`src/rtl/pacer_pkg.sv`:
```
package pacer_pkg;
  localparam int unsigned PRE_W_DEF = 4;
  localparam int unsigned DIV_W_DEF = 8;
  localparam int unsigned REG_W_DEF = 16;

  typedef enum logic [1:0] {
    ST_IDLE  = 2'd0,
    ST_RUN   = 2'd1,
    ST_RELD  = 2'd2
  } pacer_mode_e;
endpackage

```
`src/rtl/pacer_cfg_reg.sv`:
```
module pacer_cfg_reg #(
  parameter int unsigned PRE_W = 4,
  parameter int unsigned DIV_W = 8,
  parameter int unsigned REG_W = 16
) (
  input  logic             clk_i,
  input  logic             rst_ni,
  input  logic             wr_i,
  input  logic [REG_W-1:0] wdata_i,
  output logic [REG_W-1:0] rdata_o,
  output logic [PRE_W-1:0] pre_o,
  output logic [DIV_W-1:0] div_o,
  output logic [DIV_W-1:0] div_nxt_o
);
  localparam int unsigned FLD_W = PRE_W + DIV_W;

  logic [FLD_W-1:0] fld_q;
  logic             unused_hi;

  assign unused_hi = ^wdata_i[REG_W-1:FLD_W];

  always_ff @(posedge clk_i or negedge rst_ni) begin
    if (!rst_ni)   fld_q <= '0;
    else if (wr_i) fld_q <= wdata_i[FLD_W-1:0];
  end

  assign pre_o     = fld_q[FLD_W-1:DIV_W];
  assign div_o     = fld_q[DIV_W-1:0];
  assign div_nxt_o = wr_i ? wdata_i[DIV_W-1:0] : fld_q[DIV_W-1:0];
  assign rdata_o   = {{(REG_W-FLD_W){1'b1}}, fld_q};
endmodule

```
`src/rtl/pacer_prescaler.sv`:
```
module pacer_prescaler #(
  parameter int unsigned PRE_W = 4
) (
  input  logic             clk_i,
  input  logic             rst_ni,
  input  logic             clr_i,
  input  logic [PRE_W-1:0] code_i,
  output logic             stb_o
);
  localparam int unsigned CNT_W = (1 << PRE_W) - 1;

  logic [CNT_W-1:0] cnt_q;
  logic [CNT_W-1:0] term;

  // terminal count 2^k-1; codes 0 and 1 both divide by one
  for (genvar b = 0; b < CNT_W; b++) begin : g_term
    assign term[b] = (code_i >= PRE_W'(2)) && (32'(code_i) > b);
  end

  assign stb_o = !clr_i && (cnt_q == term);

  always_ff @(posedge clk_i or negedge rst_ni) begin
    if (!rst_ni)     cnt_q <= '0;
    else if (clr_i)  cnt_q <= '0;
    else if (stb_o)  cnt_q <= '0;
    else             cnt_q <= cnt_q + 1'b1;
  end
endmodule

```
`src/rtl/pacer_divider.sv`:
```
module pacer_divider #(
  parameter int unsigned DIV_W = 8
) (
  input  logic             clk_i,
  input  logic             rst_ni,
  input  logic             clr_i,
  input  logic             stb_i,
  input  logic [DIV_W-1:0] div_i,
  input  logic [DIV_W-1:0] div_nxt_i,
  output logic             tick_o
);
  logic [DIV_W-1:0] cnt_q;
  logic             wrap;

  // load complement+1 so overflow comes after N strobes; field all-ones gives 2^DIV_W
  assign wrap = stb_i && (cnt_q == '1);

  always_ff @(posedge clk_i or negedge rst_ni) begin
    if (!rst_ni) begin
      cnt_q  <= '0;
      tick_o <= 1'b0;
    end else if (clr_i) begin
      cnt_q  <= div_nxt_i + 1'b1;
      tick_o <= 1'b0;
    end else begin
      tick_o <= wrap;
      if (wrap)       cnt_q <= div_i + 1'b1;
      else if (stb_i) cnt_q <= cnt_q + 1'b1;
    end
  end
endmodule

```
`src/rtl/pacer_clk_gen.sv`:
```
module pacer_clk_gen #(
  parameter int unsigned PRE_W = pacer_pkg::PRE_W_DEF,
  parameter int unsigned DIV_W = pacer_pkg::DIV_W_DEF,
  parameter int unsigned REG_W = pacer_pkg::REG_W_DEF
) (
  input  logic             clk_i,
  input  logic             rst_ni,
  input  logic             en_i,
  input  logic             wr_i,
  input  logic [REG_W-1:0] wdata_i,
  output logic [REG_W-1:0] rdata_o,
  output logic             tick_o
);
  logic [PRE_W-1:0] pre;
  logic [DIV_W-1:0] div, div_nxt;
  logic             clr, stb;

  assign clr = wr_i || !en_i;

  pacer_cfg_reg #(.PRE_W(PRE_W), .DIV_W(DIV_W), .REG_W(REG_W)) u_reg (
    .clk_i     (clk_i),
    .rst_ni    (rst_ni),
    .wr_i      (wr_i),
    .wdata_i   (wdata_i),
    .rdata_o   (rdata_o),
    .pre_o     (pre),
    .div_o     (div),
    .div_nxt_o (div_nxt)
  );

  pacer_prescaler #(.PRE_W(PRE_W)) u_pre (
    .clk_i  (clk_i),
    .rst_ni (rst_ni),
    .clr_i  (clr),
    .code_i (pre),
    .stb_o  (stb)
  );

  pacer_divider #(.DIV_W(DIV_W)) u_div (
    .clk_i     (clk_i),
    .rst_ni    (rst_ni),
    .clr_i     (clr),
    .stb_i     (stb),
    .div_i     (div),
    .div_nxt_i (div_nxt),
    .tick_o    (tick_o)
  );
endmodule

```
`config.mk`:
```
export PLATFORM = sky130hd
export DESIGN_NAME = pacer_clk_gen
export DESIGN_NICKNAME = d
export VERILOG_FILES = /design/src/rtl/pacer_pkg.sv /design/src/rtl/pacer_cfg_reg.sv /design/src/rtl/pacer_prescaler.sv /design/src/rtl/pacer_divider.sv /design/src/rtl/pacer_clk_gen.sv
export SDC_FILE = /design/constraint.sdc
export NUM_CORES = 1
export LEC_CHECK = 0
export ABC_CLOCK_PERIOD_IN_PS = 5700
export BUFFER_PORTS_ARGS = -buffer_cell sky130_fd_sc_hd__clkbuf_2
export CAP_MARGIN = 10
export CELL_PAD_IN_SITES_DETAIL_PLACEMENT = 1
export CELL_PAD_IN_SITES_GLOBAL_PLACEMENT = 2
export CORE_UTILIZATION = 37
export CTS_BUF_LIST = sky130_fd_sc_hd__clkbuf_4 sky130_fd_sc_hd__clkbuf_8 sky130_fd_sc_hd__clkbuf_16
export DETAILED_ROUTE_END_ITERATION = 12
export PLACE_DENSITY_LB_ADDON = 0.1
export SYNTH_ARGS = -nofsm -noshare
export SYNTH_HDL_FRONTEND = slang
export SYNTH_SLANG_ARGS = --single-unit
```
`constraint.sdc`:
```
create_clock -name clk_i -period 5.7 [get_ports clk_i]
set_input_delay 1.71 -clock clk_i [delete_from_list [all_inputs] [get_ports clk_i]]
set_output_delay 1.71 -clock clk_i [all_outputs]
set_load 0.02 [all_outputs]
```
==> flow_summary.toml <==
[sta]
setup_viol = 0
drv_slew = 0
finalSetupTns_ps = 0
fmax_ghz = 0.260
finClkSkew_ps = 9.32
worstMarginPinSlew_ps = 977
min_period_ps = 3850
period_share_pct = 67.6
finalHoldViolCount = 0
slew_headroom_pct = 34.7
rsz0062_at_grt = "false"

[yosys]
synth_area_per_cell_sq_um = 9.04
syn-instance-count = 250
synth_common_cells = "36 x dfrtp_1, 36 x nor2_1, 15 x nand3_1, 15 x xor2_1, 14 x a21oi_1"
synth_cell_types = 49
asyncSetResetFlopFracSynth_pct = 100
synth_edf_count = 0
syn_area_sq_mm = 0.00226
ys.flop_type = "dfrtp_1"
ys_seq_area_share_pct = 39.8
ys_ff_latch = 36
yosys.area.top_type = "dfrtp_1"
ys_warn_count = 0
synth_top_area_share_pct = 39.8
synth_area_leaders = "dfrtp_1 40%, nor2_1 6.0%, xor2_1 5.8%"

[status]
status = "finished with violations"
violations = "design-rule violations"

[cts]
cts.sinks = 36
clockBufferDepth = 2
cts_hold_buf = 0
cts.clk_slew.worst_paths_ps = 80
h-tree-depth = 2
cts_buffers = 5
cts-resized-gates = 0
cts_root_buffer = "clkbuf_8"
clock_latency_ps = 280
post_cts_buffers = 0
cts_tree = "built"

[cells_and_area]
drive_gt1_share_pct = 19.6
area_delta_synth_final_pct = 10.7
diodes = 0
fillers = 725
nets = 293
final_cells = 346

[global_routing]
grt_pass1_vias = 1714
antenna_found_initial = 0
grtUsageTotal_pct = 18.1
grt_pass1_wl_mm = 8.79
grt_max_degree = 37
grt_overflow = 0

[worst_setup_path]
crit_path_start_kind = "input pin"
max_stage_delay_ps = 290
cp_slowest_cell = "clkbuf_2"
cp_data_required_time_ps = 5900
crit_fanout = 20
critPathBufInv = 3
path_class = "input pin to flop"
cp_top_family = "simple AND/OR/NAND/NOR gates"
crit_path_end_kind = "flop"
critical_path_arrival_ps = 4060
path_cells = "clkbuf_2 -> nor2b_1 -> buf_4 -> nand3_1 -> nor4_1 -> nand2_2 -> o31ai_1 -> inv_1 -> ha_1 -> nor3b_1 -> xor2_1 -> a21oi_1"

[detailed_routing]
vias = 1853
drtIter0Drc = 73
avgViaCountPerCell = 5.36
drt_pass1_iterations = 8
antenna_left = 0
wl_per_cell_um = 15.7
drc = 1
wl_mm = 5.44

[die]
fp.dieH_um = 80.2
num_io_pins = 37
start_util_pct = 38.2
die_w_um = 80.2
coreArea_sq_mm = 0.00592
row_count = 28
die-area_sq_mm = 0.00643

[place]
place_hpwl_mm = 3.83
dp.cells = 339
io_buffers = 28
gp_congestion = 0.736

[flow_run]
maxCapViolations = 0

[power]
ir_drop_mv = 0.124
leakage_nw = 1.11
power_density_mw_per_mm2 = 254

[worst_hold_path]
hold_class = "flop to flop"
==> kinds of logic (layout without fill, tap and decap cells) <==
logic type / Yosys count / count (layout) / share of synthesized area (%)
AOI/OAI and AO/OA: 47 / 47 / 14.2
xor gates and xnor gates: 21 / 21 / 8.14
adders and majority gates: 2 / 2 / 1.11
buffers and inverters: 27 / 45 / 6.25
DFF: 36 / 36 / 39.8
muxes: 15 / 15 / 7.47
other: 1 / 4 / 0.166
and+or+nand+nor: 101 / 101 / 22.9
==> per-layer routing <==
layer  track usage [%]  vias to the layer above  share of wire, %  routed length, um
met3              3.75                        2               3.2                174
met1              26.1                      901                54               2920
met5                 0                        -                 0                  0
li1                  -                      914                 -                  -
met2              27.4                       36                43               2320
met4              4.29                        0              0.50                 27
==> where the power goes <==
group / internal, W / switching [W] / total (W)
sequential: 0.000277 / 0.0000337 / 0.000310
clock: 0.000108 / 0.0000918 / 0.000200
combinational: 0.0000531 / 0.0000720 / 0.000125
==> worst register-to-register path: stages (launching register included) <==
cell and delay [ps]:
dfrtp_1 780, or4b_1 490, o21ai_0 120, a31oi_1 160
nor4_4 320, nand2_1 140, nand2_1 750, mux2_2 420
==> cell usage in the layout, fill, tap and decap left out, types with 8 or more instances in the layout <==
cell / instances
nor2_1: 36
dfrtp_1: 36
clkbuf_2: 28
nand3_1: 15
xor2_1: 15
a21oi_1: 14
nand2_1: 12
mux2_2: 11
inv_1: 9
o21ai_0: 8
==> state kept, by name, summed over array words and instances, names as in the netlist <==
name	flops
u_div.cnt_q	8
u_reg.fld_q	12
u_div.tick_o	1
u_pre.cnt_q	15
==> area by class of cell <==
| cell class | count | area [sq um] | area share [%] |
|---|---|---|---|
| clock buffers | 7 | 96.3 | 3.85 |
| flip-flops and latches | 36 | 901 | 36.0 |
| multi-input cells | 190 | 1230 | 49.2 |
| well taps | 75 | 93.8 | 3.75 |
| inverters | 9 | 33.8 | 1.35 |
| repair buffers | 29 | 148 | 5.90 |
==> final timing paths <==
check / from / endpoint / slack, ps / depth (start not counted)
min reg2reg: u_reg.fld_q[2] / u_reg.fld_q[2] / 550 / 1
min in group asynchronous: rst_ni / u_pre.cnt_q[9] / 1570 / 1
max reg2reg: u_reg.fld_q[11] / u_div.cnt_q[1] / 2420 / 7
max: wr_i / u_div.cnt_q[4] / 1850 / 12
max in group asynchronous: rst_ni / u_pre.cnt_q[1] / 3530 / 1
min: u_reg.fld_q[2] / u_reg.fld_q[2] / 550 / 1
==> per-stage QoR <==
stage | power, W | area (sq um) | util [%] | hold WS [ps] | setup slack (ps)
floorplan | 0.000404 | 2270 | - | 499 | 2100
global placement | 0.000438 | 2410 | 40.6 | 526 | 1620
detailed placement | 0.000442 | 2410 | 40.6 | 532 | 1560
CTS | 0.000647 | 2500 | 42.3 | 553 | 1860
global route | 0.000676 | 2500 | 42.3 | 574 | 1590
finish | 0.000635 | 2500 | 42.3 | 547 | 1850
No activity file was read; power rests on OpenSTA's default activity.
